File: config.mk
export PLATFORM = sky130hd
export DESIGN_NAME = qdma_trig_detect
export DESIGN_NICKNAME = d
export VERILOG_FILES = /design/src/rtl/qtd_pkg.sv /design/src/rtl/qtd_chan_regs.sv /design/src/rtl/qtd_match.sv /design/src/rtl/qtd_pend.sv /design/src/rtl/qtd_arb.sv /design/src/rtl/qdma_trig_detect.sv
export SDC_FILE = /design/constraint.sdc
export NUM_CORES = 1
export LEC_CHECK = 0
export BUFFER_PORTS_ARGS = -buffer_cell sky130_fd_sc_hd__buf_4
export CORE_UTILIZATION = 58
export DETAILED_ROUTE_END_ITERATION = 16
export GPL_TIMING_DRIVEN = 0
export PLACE_DENSITY = 0.81
export SLEW_MARGIN = 0
export SYNTH_ARGS = -nofsm -noshare
export SYNTH_HDL_FRONTEND = slang
export SYNTH_SLANG_ARGS = --single-unit
File: constraint.sdc
create_clock -name clk -period 2.8 [get_ports clk]
set_input_delay 0.56 -clock clk [delete_from_list [all_inputs] [get_ports clk]]
set_output_delay 0.56 -clock clk [all_outputs]
set_load 0.01 [all_outputs]
File: src/rtl/qtd_pkg.sv
package qtd_pkg;
    typedef enum logic [0:0] {
        ARB_IDLE  = 1'b0,
        ARB_OFFER = 1'b1
    } arb_state_t;
endpackage

File: src/rtl/qtd_chan_regs.sv
module qtd_chan_regs #(
    parameter int NUM_CHAN = 8,
    parameter int ENTRY_W  = 8,
    parameter int WORD_W   = 3,
    localparam int CH_W    = $clog2(NUM_CHAN)
) (
    input  logic                              clk,
    input  logic                              rst_n,
    input  logic                              cfg_we,
    input  logic [CH_W-1:0]                   cfg_chan,
    input  logic                              cfg_enable,
    input  logic [ENTRY_W-1:0]                cfg_entry,
    input  logic [WORD_W-1:0]                 cfg_word,
    output logic [NUM_CHAN-1:0]               chan_en,
    output logic [NUM_CHAN-1:0][ENTRY_W-1:0]  chan_entry,
    output logic [NUM_CHAN-1:0][WORD_W-1:0]   chan_word,
    output logic [NUM_CHAN-1:0]               cfg_touch
);
    for (genvar gi = 0; gi < NUM_CHAN; gi++) begin : g_chan
        // One-hot write select for this channel
        assign cfg_touch[gi] = cfg_we && (cfg_chan == CH_W'(gi));

        always_ff @(posedge clk or negedge rst_n) begin
            if (!rst_n) begin
                chan_en[gi]    <= 1'b0;
                chan_entry[gi] <= '0;
                chan_word[gi]  <= '0;
            end else if (cfg_touch[gi]) begin
                chan_en[gi]    <= cfg_enable;
                chan_entry[gi] <= cfg_entry;
                chan_word[gi]  <= cfg_word;
            end
        end
    end
endmodule

File: src/rtl/qtd_match.sv
module qtd_match #(
    parameter int NUM_CHAN = 8,
    parameter int ENTRY_W  = 8,
    parameter int WORD_W   = 3,
    localparam int ADDR_W  = ENTRY_W + WORD_W + 2
) (
    input  logic                              bus_wr_en,
    input  logic [ADDR_W-1:0]                 bus_wr_addr,
    input  logic [NUM_CHAN-1:0]               chan_en,
    input  logic [NUM_CHAN-1:0][ENTRY_W-1:0]  chan_entry,
    input  logic [NUM_CHAN-1:0][WORD_W-1:0]   chan_word,
    output logic [NUM_CHAN-1:0]               hit,
    output logic [ENTRY_W-1:0]                wr_entry
);
    logic [WORD_W-1:0] wr_word;
    logic              aligned;

    // Address layout: {entry, word, byte offset}
    assign wr_entry = bus_wr_addr[ADDR_W-1 -: ENTRY_W];
    assign wr_word  = bus_wr_addr[2 +: WORD_W];
    assign aligned  = (bus_wr_addr[1:0] == 2'b00);

    for (genvar gi = 0; gi < NUM_CHAN; gi++) begin : g_cmp
        assign hit[gi] = bus_wr_en && aligned && chan_en[gi]
                       && (chan_entry[gi] == wr_entry)
                       && (chan_word[gi]  == wr_word);
    end
endmodule

File: src/rtl/qtd_pend.sv
module qtd_pend #(
    parameter int NUM_CHAN = 8,
    parameter int ENTRY_W  = 8,
    localparam int CH_W    = $clog2(NUM_CHAN)
) (
    input  logic                              clk,
    input  logic                              rst_n,
    input  logic [NUM_CHAN-1:0]               hit,
    input  logic [ENTRY_W-1:0]                wr_entry,
    input  logic                              accept,
    input  logic [CH_W-1:0]                   accept_chan,
    input  logic [NUM_CHAN-1:0]               cfg_touch,
    output logic [NUM_CHAN-1:0]               pending,
    output logic [NUM_CHAN-1:0][ENTRY_W-1:0]  pend_entry,
    output logic [NUM_CHAN-1:0]               err_missed
);
    for (genvar gi = 0; gi < NUM_CHAN; gi++) begin : g_slot
        logic retire;
        logic miss;

        assign retire = accept && (accept_chan == CH_W'(gi));
        // Previous request still outstanding when a new trigger lands
        assign miss   = hit[gi] && pending[gi] && !retire;

        always_ff @(posedge clk or negedge rst_n) begin
            if (!rst_n) begin
                pending[gi]    <= 1'b0;
                pend_entry[gi] <= '0;
                err_missed[gi] <= 1'b0;
            end else begin
                pending[gi]    <= (pending[gi] && !retire) || hit[gi];
                if (hit[gi] && !miss) begin
                    pend_entry[gi] <= wr_entry;
                end
                err_missed[gi] <= (err_missed[gi] && !cfg_touch[gi]) || miss;
            end
        end
    end
endmodule

File: src/rtl/qtd_arb.sv
module qtd_arb
    import qtd_pkg::*;
#(
    parameter int NUM_CHAN = 8,
    parameter int ENTRY_W  = 8,
    localparam int CH_W    = $clog2(NUM_CHAN)
) (
    input  logic                              clk,
    input  logic                              rst_n,
    input  logic [NUM_CHAN-1:0]               pending,
    input  logic [NUM_CHAN-1:0][ENTRY_W-1:0]  pend_entry,
    input  logic                              req_ready,
    output logic                              req_valid,
    output logic [CH_W-1:0]                   req_chan,
    output logic [ENTRY_W-1:0]                req_entry,
    output logic                              accept,
    output logic [CH_W-1:0]                   accept_chan
);
    arb_state_t       state_q, state_d;
    logic [CH_W-1:0]  pick_chan;
    logic             any_pend;
    logic [CH_W-1:0]  chan_q;
    logic [ENTRY_W-1:0] entry_q;

    // Lowest-numbered pending channel wins
    always_comb begin
        pick_chan = '0;
        for (int i = NUM_CHAN - 1; i >= 0; i--) begin
            if (pending[i]) begin
                pick_chan = CH_W'(i);
            end
        end
    end
    assign any_pend = |pending;

    // Next-state logic: PICK, HOLD, ACCEPT
    always_comb begin
        state_d = state_q;
        unique case (state_q)
            ARB_IDLE:  if (any_pend)  state_d = ARB_OFFER;
            ARB_OFFER: if (req_ready) state_d = ARB_IDLE;
            default:                  state_d = ARB_IDLE;
        endcase
    end

    // State register and latched request
    always_ff @(posedge clk or negedge rst_n) begin
        if (!rst_n) begin
            state_q <= ARB_IDLE;
            chan_q  <= '0;
            entry_q <= '0;
        end else begin
            state_q <= state_d;
            if (state_q == ARB_IDLE && any_pend) begin
                chan_q  <= pick_chan;
                entry_q <= pend_entry[pick_chan];
            end
        end
    end

    // Outputs
    always_comb begin
        req_valid   = 1'b0;
        accept      = 1'b0;
        unique case (state_q)
            ARB_IDLE:  req_valid = 1'b0;
            ARB_OFFER: begin
                req_valid = 1'b1;
                accept    = req_ready;
            end
            default:   req_valid = 1'b0;
        endcase
        req_chan    = chan_q;
        req_entry   = entry_q;
        accept_chan = chan_q;
    end
endmodule

File: src/rtl/qdma_trig_detect.sv
module qdma_trig_detect #(
    parameter int NUM_CHAN        = 8,
    parameter int NUM_ENTRY       = 256,
    parameter int WORDS_PER_ENTRY = 8,
    parameter int DATA_W          = 32,
    localparam int CH_W    = $clog2(NUM_CHAN),
    localparam int ENTRY_W = $clog2(NUM_ENTRY),
    localparam int WORD_W  = $clog2(WORDS_PER_ENTRY),
    localparam int ADDR_W  = ENTRY_W + WORD_W + 2
) (
    input  logic                 clk,
    input  logic                 rst_n,
    input  logic                 cfg_we,
    input  logic [CH_W-1:0]      cfg_chan,
    input  logic                 cfg_enable,
    input  logic [ENTRY_W-1:0]   cfg_entry,
    input  logic [WORD_W-1:0]    cfg_word,
    input  logic                 bus_wr_en,
    input  logic [ADDR_W-1:0]    bus_wr_addr,
    input  logic [DATA_W-1:0]    bus_wr_data,
    output logic                 ram_wr_en,
    output logic [ADDR_W-1:0]    ram_wr_addr,
    output logic [DATA_W-1:0]    ram_wr_data,
    output logic                 req_valid,
    input  logic                 req_ready,
    output logic [CH_W-1:0]      req_chan,
    output logic [ENTRY_W-1:0]   req_entry,
    output logic [NUM_CHAN-1:0]  err_missed
);
    logic [NUM_CHAN-1:0]               chan_en;
    logic [NUM_CHAN-1:0][ENTRY_W-1:0]  chan_entry;
    logic [NUM_CHAN-1:0][WORD_W-1:0]   chan_word;
    logic [NUM_CHAN-1:0]               cfg_touch;
    logic [NUM_CHAN-1:0]               hit;
    logic [ENTRY_W-1:0]                wr_entry;
    logic [NUM_CHAN-1:0]               pending;
    logic [NUM_CHAN-1:0][ENTRY_W-1:0]  pend_entry;
    logic                              accept;
    logic [CH_W-1:0]                   accept_chan;

    // Writes reach the parameter memory untouched
    assign ram_wr_en   = bus_wr_en;
    assign ram_wr_addr = bus_wr_addr;
    assign ram_wr_data = bus_wr_data;

    qtd_chan_regs #(.NUM_CHAN(NUM_CHAN), .ENTRY_W(ENTRY_W), .WORD_W(WORD_W)) u_regs (
        .clk(clk), .rst_n(rst_n), .cfg_we(cfg_we), .cfg_chan(cfg_chan),
        .cfg_enable(cfg_enable), .cfg_entry(cfg_entry), .cfg_word(cfg_word),
        .chan_en(chan_en), .chan_entry(chan_entry), .chan_word(chan_word),
        .cfg_touch(cfg_touch)
    );

    qtd_match #(.NUM_CHAN(NUM_CHAN), .ENTRY_W(ENTRY_W), .WORD_W(WORD_W)) u_match (
        .bus_wr_en(bus_wr_en), .bus_wr_addr(bus_wr_addr), .chan_en(chan_en),
        .chan_entry(chan_entry), .chan_word(chan_word), .hit(hit), .wr_entry(wr_entry)
    );

    qtd_pend #(.NUM_CHAN(NUM_CHAN), .ENTRY_W(ENTRY_W)) u_pend (
        .clk(clk), .rst_n(rst_n), .hit(hit), .wr_entry(wr_entry),
        .accept(accept), .accept_chan(accept_chan), .cfg_touch(cfg_touch),
        .pending(pending), .pend_entry(pend_entry), .err_missed(err_missed)
    );

    qtd_arb #(.NUM_CHAN(NUM_CHAN), .ENTRY_W(ENTRY_W)) u_arb (
        .clk(clk), .rst_n(rst_n), .pending(pending), .pend_entry(pend_entry),
        .req_ready(req_ready), .req_valid(req_valid), .req_chan(req_chan),
        .req_entry(req_entry), .accept(accept), .accept_chan(accept_chan)
    );
endmodule

==> impl_metrics.ini, run 1 <==
[timing]
skew_ps = 13.18
final-hold-violation-count = 0
holdWs_ps = 114.9
period_share_pct = 95.93
drv_slew = 0
fmax_mhz = 372.3
relSlewSlack_pct = 20.76
finalSetupTns_ps = 0
rsz0062_at_grt = no
period_minus_slack_ps = 2686
worstMarginPinSlew_ps = 1178
setup_viol = 0

[placed_design]
dp_hpwl_um = 16260
portBuffers = 87
place_area_um2 = 10460
gp_congestion = 0.9008

[clock_tree]
ctsHtreeMaxLevel = 4
cts_resized = 0
cts.clk_slew.worst_paths_ps = 60
cts_root_buf = clkbuf_16
cts_tree = yes
holdBufCountCts = 0
numCtsBuffers = 17
clock_latency_ps = 440
cts_setup_buffers = 0
clock_path_buffers = 2
clock_sinks = 188

[route]
avgRoutedWirePerCell_um = 21.12
drc = 0
first_iter_violations = 497
antenna_left = 0
drtPass1Iterations = 5
drt_wl_total_um = 23060
num_vias = 6408
vias_per_cell = 5.868

[critical_path]
rr_startpoint = u_pend.pending[3]
rrSetupSlack_ps = 230
critPathCaptureType = register
start_kind = input port
slowest_stage = or4b_1
path_max_fanout = 10
required_ps = 3120
critPathBufInv = 3
critPathKind = input port to register
cp_top_family = simple AND/OR/NAND/NOR gates
r2r_cells = 7
reg2reg_to = u_arb.req_entry[1]
cp.arrival_ps = 3010
slowest_delay_ps = 580
worstPathCellList = buf_4, nor3b_1, clkbuf_1, nand4_1, or4b_1, buf_6, mux2_4

[yosys]
synthTopCellsByArea = dfrtp_1 (50%), mux2_2 (12%), mux2_4 (7.6%), xnor2_1 (5.3%), buf_4 (3.7%)
yosysWarningCount = 0
syn-cell-area_um2 = 9500
seq_area_frac_synth_pct = 49.52
synth_top_area_share_pct = 49.52
syn_nets = 822
async_reset_ff_share_pct = 100.0
synth.distinct_cells = 45
synth-seq-cells = 188
synthCells = 757
synth_top_flop_cell = dfrtp_1
synth_edf_count = 0
syn_avg_cell_area_um2 = 12.55
synth_area_leader_cell = dfrtp_1

[floorplanning]
fp.coreArea_um2 = 15940
die_w_um = 130.0
die_area_um2 = 16900
rows = 46
start_util_pct = 59.59
io_pins = 131
die_h_um = 130.0

[cells_and_area]
antenna_cells = 0
layout_common_cells = dfrtp_1 (188), buf_4 (133), mux2_2 (104), xnor2_1 (58), mux2_4 (48)
fin_util_pct = 69.15
final_area_um2 = 11020
drive_gt1_share_pct = 39.04
nets = 929
syn_to_final_growth_pct = 16.04
final_common_cell = dfrtp_1

[power]
leakagePower_nw = 5.165
internal-power_mw = 4.990
clockPowerShare_pct = 35.0
peakVddDrop_mv = 0.4911
p_total_mw = 6.794
combPwrFrac_pct = 16.7
switchingPower_mw = 1.804
power_density_nw_per_um2 = 616.3
pwr-share-seq_pct = 48.3
swShare_pct = 26.55

[flow_run]
maxCapViolations = 0

[grt]
grt_overflow_total = 0
antenna_found_initial = 0
grtUsageTotal_pct = 29.18
grt_first_pass_wirelength_um = 36280
first_global_vias = 6790
grt_max_degree = 99

[worst_hold_path]
hp-class = input port to async pin

[run_status]
status = finished clean
stage by stage:
step / std cells / setup WS, ps
global route: 1092 / 92.17
global placement: 1060 / -318.7
CTS: 1092 / 79.74
finish: 1092 / 113.9
detailed placement: 1061 / -379.0
floorplan: 757 / 453.7
cell families after synthesis:
group	Yosys count	share of synthesized area (%)
flip-flops	188	49.52
multiplexers	160	20.86
AND/OR/NAND/NOR	137	8.613
XOR/XNOR	88	8.113
buffers and inverters	103	6.980
AO/OA/AOI/OAI	81	5.913
worst reg2reg max path, cell delays in order, from the launching register on:
cell	delay (ps)
dfrtp_1	420
nor2_1	320
o31ai_1	160
clkbuf_1	240
nand2_1	310
clkbuf_1	460
a211oi_1	160
o311ai_0	380
layer usage:
layer,vias to the layer above,routed length [µm],GRT usage [%]
li1,2851,-,-
met1,3250,9465,35.62
met2,241,11680,50.49
met3,66,1045,5.002
met4,0,867,13.82
met5,-,0,0
final cells by class:
type | count | area [µm²]
well taps | 216 | 270.3
plain buffers | 95 | 633.1
inverters | 8 | 30.03
repair buffers | 88 | 688.2
multi-input cells | 466 | 4133
flip-flops and latches | 188 | 4705
fillers | 1139 | 4918
clock inverters | 10 | 115.1
clock buffers | 21 | 450.4
cells in the mapped netlist (4+ instances only):
cell type,count
o21ai_0,17
a21oi_1,7
o2111ai_1,4
nand4_1,14
nor2_1,14
buf_4,47
xor2_1,30
mux2_2,104
buf_6,12
o311ai_1,5
mux2_4,48
or4b_1,6
a22oi_1,6
o311ai_0,5
dfrtp_1,188
nand2_1,27
nand4b_1,5
a211oi_1,16
xnor2_1,58
o22ai_1,4
and3_1,18
buf_2,8
inv_1,8
mux2_1,8
o21a_1,10
nor3b_1,11
nand2b_1,5
nor4_2,4
nand3_1,11
clkbuf_1,25
nor4_1,5
or3_1,4
how the worst max path moves through the flow:
stage,start,to,slack (ps),cells past startpoint
floorplan,bus_wr_addr[11],u_pend.pend_entry[56],450,7
global placement,bus_wr_addr[1],u_pend.pend_entry[17],-320,7
detailed placement,bus_wr_addr[1],u_pend.pend_entry[20],-380,7
CTS,bus_wr_addr[1],u_pend.pend_entry[20],80,7
global route,bus_wr_addr[1],u_pend.pend_entry[20],90,7
finish,bus_wr_addr[1],u_pend.pend_entry[20],110,7
power by group through the flow:
stage / Sequential [mW] / Combinational (mW) / Clock [mW]
2_1_floorplan: 3.27 / 0.781 / 0
3_3_place_gp: 3.30 / 1.07 / 0
6_report: 3.28 / 1.13 / 2.38
4_1_cts: 3.28 / 1.14 / 2.38
3_5_place_dp: 3.33 / 1.12 / 0
5_1_grt: 3.32 / 1.23 / 2.51
sequential cells by signal, indices dropped and copies added (netlist names):
register           cells
u_regs.chan_en         8
u_regs.chan_word      24
u_pend.err_missed      8
u_arb.req_entry        8
u_arb.state_q          1
u_regs.chan_entry     64
u_pend.pending         8
u_arb.accept_chan      3
u_pend.pend_entry     64
Note: power is estimated with default switching activity, not from simulation.
==> run 2, diff against run 1 <==
==> constraint.sdc (replaced) <==
create_clock -name clk -period 2.8 [get_ports clk]
set_input_delay 0.28 -clock clk [delete_from_list [all_inputs] [get_ports clk]]
set_output_delay 0.28 -clock clk [all_outputs]
set_load 0.01 [all_outputs]
==> impl_metrics.ini, run 2 (synthesized netlist as in run 1, its figures left out) <==
[run_status]
status = finished clean

[floorplanning]
die_w_um = 130.0
rows = 46
start_util_pct = 59.59
fp.coreArea_um2 = 15940
die_area_um2 = 16900
io_pins = 131
die_h_um = 130.0

[placed_design]
gp_congestion = 0.9008
portBuffers = 87
post-place-cells = 1061
dp_hpwl_um = 16260

[cells_and_area]
fillCellCount = 1138
final_common_cell = dfrtp_1
final_cells = 1093
drive_gt1_share_pct = 39.00
syn_to_final_growth_pct = 16.15
nets = 930
layout_common_cells = dfrtp_1 (188), buf_4 (133), mux2_2 (104), xnor2_1 (58), mux2_4 (48)
fin_util_pct = 69.21
antenna_cells = 0
top_regs = u_pend.pend_entry (64), u_regs.chan_entry (64), u_regs.chan_word (24)

[timing]
fmax_mhz = 389.4
skew_ps = 12.80
worstMarginPinSlew_ps = 1177
rsz0062_at_grt = no
setup_viol = 0
final-hold-violation-count = 0
relSlewSlack_pct = 20.80
drv_slew = 0
period_share_pct = 91.72
period_minus_slack_ps = 2568

[critical_path]
start_kind = register
cp.arrival_ps = 2870
reg2reg_to = u_arb.req_entry[1]
r2r_cells = 7
critPathCaptureType = register
rr_startpoint = u_pend.pending[3]
path_max_fanout = 10
critPathKind = register to register
required_ps = 3100
rrSetupSlack_ps = 230

[route]
num_vias = 6473
vias_per_cell = 5.922
first_iter_violations = 454
drt_wl_total_um = 23010
drc = 0
drtPass1Iterations = 5
antenna_left = 0
avgRoutedWirePerCell_um = 21.05

[worst_hold_path]
min_from = req_ready
hp-class = input port to register
whs_path_depth = 2
hold_end = u_arb.state_q

[clock_tree]
cts.clk_slew.worst_paths_ps = 70
clock_latency_ps = 440
clock_path_buffers = 2
ctsHtreeMaxLevel = 4
numCtsBuffers = 17
cts_root_buf = clkbuf_16
cts_resized = 0
clock_sinks = 188
cts_tree = yes

[grt]
grtUsageTotal_pct = 29.20
grt_max_degree = 99
grt_overflow_total = 0
grt_first_pass_wirelength_um = 36310
antenna_found_initial = 0
first_global_vias = 6802

[power]
power_density_nw_per_um2 = 615.3
peakVddDrop_mv = 0.4864
leakagePower_nw = 5.169

[flow_run]
maxCapViolations = 0
run 2: changes by cell type in the layout (fill, tap and decap cells not counted), sizes merged:
cell,change
dlygate4sd3,+1
run 2: what timing repair did:
item	CTS	global route
hold buffers	1	0
setup endpoints to repair	0	0
buffers inserted	0	0
endpoints found under the hold margin	90	0
run 2: through the flow:
stage | power (mW) | hold WS, ps | setup slack [ps] | area (µm²) | TNS [ps]
final | 6.790 | 53.58 | 231.9 | 11030 | 0
after global routing | 7.063 | 56.95 | 106.6 | 11030 | 0
after CTS | 6.802 | 43.64 | 310.2 | 11030 | 0
after detailed placement | 4.451 | 333.3 | -98.96 | 10460 | -746.2
after global placement | 4.368 | 475.1 | -38.70 | 10420 | -292.0
after floorplan | 4.054 | -15.59 | 733.7 | 9500 | 0
run 2: worst max path at each step:
stage | end | from | cells past startpoint
after floorplan | u_pend.pend_entry[56] | bus_wr_addr[11] | 7
after global placement | u_pend.pend_entry[17] | bus_wr_addr[1] | 7
after detailed placement | u_pend.pend_entry[20] | bus_wr_addr[1] | 7
after CTS | u_arb.req_entry[1] | u_pend.pending[2] | 7
after global routing | u_arb.req_entry[1] | u_pend.pending[3] | 7
final | u_arb.req_entry[1] | u_pend.pending[3] | 7
run 2: layout make-up:
cell class                 instances  area (µm²)  share of cell area [%]
sequential                       188        4705                   42.64
tap                              216       270.3                   2.449
buffer                            95       633.1                   5.738
clock buffer                      21       450.4                   4.082
clock inverter                    10       115.1                   1.043
inverter                           8       30.03                  0.2721
timing repair buffer              89       698.2                   6.327
multi-input combinational        466        4133                   37.45
run 2: per-layer routing:
metal	up-vias	track usage [%]	part of all wire (%)
met3	71	5.002	4.9
met5	-	0	0
met4	0	13.82	3.8
met2	266	50.55	51
li1	2850	-	-
met1	3286	35.62	40
run 2: power by group:
part / leakage [nW] / internal [mW] / switching [mW]
sequential: 2.44 / 3.04 / 0.237
combinational: 2.46 / 0.614 / 0.521
clock: 0.270 / 1.33 / 1.04
run 2: worst max-delay path, stage by stage, from the launching register on:
cell and delay [ps]:
dfrtp_1 420, nor2_1 310, o31ai_1 150, clkbuf_1 240, nand2_1 310, clkbuf_1 460, a211oi_1 150, o311ai_0 380
==> run 3, diff against run 2 <==
--- a/config.mk
+++ b/config.mk
@@ -8,9 +8,9 @@
 export BUFFER_PORTS_ARGS = -buffer_cell sky130_fd_sc_hd__buf_4
 export CORE_UTILIZATION = 58
 export DETAILED_ROUTE_END_ITERATION = 16
-export GPL_TIMING_DRIVEN = 0
 export PLACE_DENSITY = 0.81
 export SLEW_MARGIN = 0
 export SYNTH_ARGS = -nofsm -noshare
 export SYNTH_HDL_FRONTEND = slang
+export SYNTH_HIERARCHICAL = 1
 export SYNTH_SLANG_ARGS = --single-unit
==> impl_metrics.ini, run 3 <==
[grt]
first_global_vias = 6075
grt_max_degree = 65
grt_first_pass_wirelength_um = 33050
grtUsageTotal_pct = 26.79
antenna_found_initial = 0
grt_overflow_total = 0

[floorplanning]
die_w_um = 129.7
die_h_um = 129.7
start_util_pct = 59.55
io_pins = 131
rows = 46
fp.coreArea_um2 = 15890
die_area_um2 = 16830

[route]
antenna_left = 0
vias_per_cell = 5.857
drtPass1Iterations = 5
drt_wl_total_um = 20960
avgRoutedWirePerCell_um = 21.70
drc = 0
num_vias = 5658
first_iter_violations = 363

[yosys]
synth-seq-cells = 188
synth_top_area_share_pct = 49.73
synth_edf_count = 0
syn-cell-area_um2 = 9460
synthTopCellsByArea = dfrtp_1 (50%), mux2_2 (19%), xnor2_1 (8.1%), buf_4 (4.8%), mux2i_1 (3.4%)
synth_area_leader_cell = dfrtp_1
syn_avg_cell_area_um2 = 13.07
async_reset_ff_share_pct = 100.0
seq_area_frac_synth_pct = 49.73
synth_top_flop_cell = dfrtp_1
yosysMostFrequentCell = dfrtp_1
synthCells = 724
yosysWarningCount = 6
synth.distinct_cells = 41
synth_commonest_cells = dfrtp_1 (188), mux2_2 (161), xnor2_1 (88)
syn_nets = 789

[cells_and_area]
antenna_cells = 0
fillCellCount = 1187
final_common_cell = dfrtp_1
multi_input_area_um2 = 4010
final_cells = 966
syn_to_final_growth_pct = 8.716
drive_gt1_share_pct = 39.73
top_regs = u_pend/pend_entry (64), u_regs/chan_entry (64), u_regs/chan_word (24)
seqCellArea_um2 = 4705
layout_common_cells = dfrtp_1 (188), mux2_2 (161), xnor2_1 (88), buf_4 (73), mux2i_1 (32)
nets = 802

[critical_path]
path_max_fanout = 8
critPathKind = register to register
start_kind = register
required_ps = 3110
cp_top_family = simple AND/OR/NAND/NOR gates
slowest_delay_ps = 550
rrSetupSlack_ps = 540
critPathCaptureType = register
worstPathCellList = xnor2_1, nand3_1, nor4_2, a21boi_4, mux2_2
critPathBufInv = 0
cp.arrival_ps = 2570
slowest_stage = nor4_2

[placed_design]
post-place-cells = 933
gp_congestion = 0.8034
dp_hpwl_um = 14560
portBuffers = 66

[clock_tree]
clock_path_buffers = 2
cts_resized = 0
cts_tree = yes
ctsHtreeMaxLevel = 4
numCtsBuffers = 17
cts_root_buf = clkbuf_16
cts_setup_buffers = 0
cts.clk_slew.worst_paths_ps = 60
clock_latency_ps = 430
clock_sinks = 188

[timing]
period_minus_slack_ps = 2258
setup_viol = 0
skew_ps = 12.70
finalSetupTns_ps = 0
drv_slew = 0
final-hold-violation-count = 0
rsz0062_at_grt = no
relSlewSlack_pct = 43.32
worstMarginPinSlew_ps = 845.8
fmax_mhz = 442.8
period_share_pct = 80.65

[run_status]
status = finished clean

[power]
leakagePower_nw = 4.593
peakVddDrop_mv = 0.4721
power_density_nw_per_um2 = 709.8

[flow_run]
maxCapViolations = 0

[worst_hold_path]
hp-class = input port to register
## run 3: cell types whose count changed after synthesis, sizes merged, moves of 16 or more
cell / delta
a211oi: -16
and3: -18
clkbuf: -25
mux2i: +32
xnor2: +30
xor2: -30
## run 3: through the flow
| stage | worst slack [ps] | hold slack (ps) | instance area (µm²) | total power [mW] | utilization [%] |
|---|---|---|---|---|---|
| floorplan | 902.0 | -15.59 | 9460 | 4.483 | - |
| global placement | 474.9 | 303.8 | 9647 | 4.744 | 60.73 |
| detailed placement | 465.2 | 314.2 | 9647 | 4.822 | 60.73 |
| CTS | 567.4 | 38.58 | 10280 | 7.338 | 64.74 |
| global route | 451.6 | 36.79 | 10280 | 7.616 | 64.74 |
| finish | 541.8 | 51.73 | 10280 | 7.300 | 64.74 |
## run 3: cell type report
type / instances / share of cell area, %
well taps: 216 / 2.628
flip-flops and latches: 188 / 45.74
repair buffers: 76 / 5.730
inverters: 22 / 0.8029
multi-input cells: 432 / 38.99
clock inverters: 12 / 1.569
clock buffers: 20 / 4.538
## run 3: final timing paths
path                                             from               endpoint  cells past startpoint
worst max-delay path             u_regs/chan_word[19]  u_pend/pend_entry[52]                      5
worst min-delay path                        req_ready          u_arb/state_q                      2
worst max register to register   u_regs/chan_word[19]  u_pend/pend_entry[52]                      5
max in group asynchronous                       rst_n      u_regs/chan_en[4]                      3
worst min register to register  u_pend/pend_entry[19]  u_pend/pend_entry[19]                      1
min in group asynchronous                       rst_n  u_pend/pend_entry[46]                      2
## run 3: repair_timing
item	4_1_cts	5_1_grt
setup endpoints to repair	0	0
hold endpoints to repair	61	0
hold buffers	1	0
## run 3: metal layers
metal	routed length [µm]	vias up	track usage (%)
li1	-	2509	-
met1	8783	2929	33.51
met2	10440	159	44.26
met3	1098	61	5.658
met4	634	0	13.54
met5	0	-	0
## run 3: power breakdown
part	internal [mW]	total, mW	leakage [nW]	switching, mW
registers	3.06	3.34	2.43	0.276
logic	0.728	1.44	1.86	0.716
clock network	1.49	2.52	0.305	1.03
## run 3: logic make-up after synthesis
family          share of synthesized area [%]
mux                                     22.55
xor+xnor                                8.147
buf+inv                                 8.107
flops                                   49.73
simple gates                            7.499
compound gates                          3.968
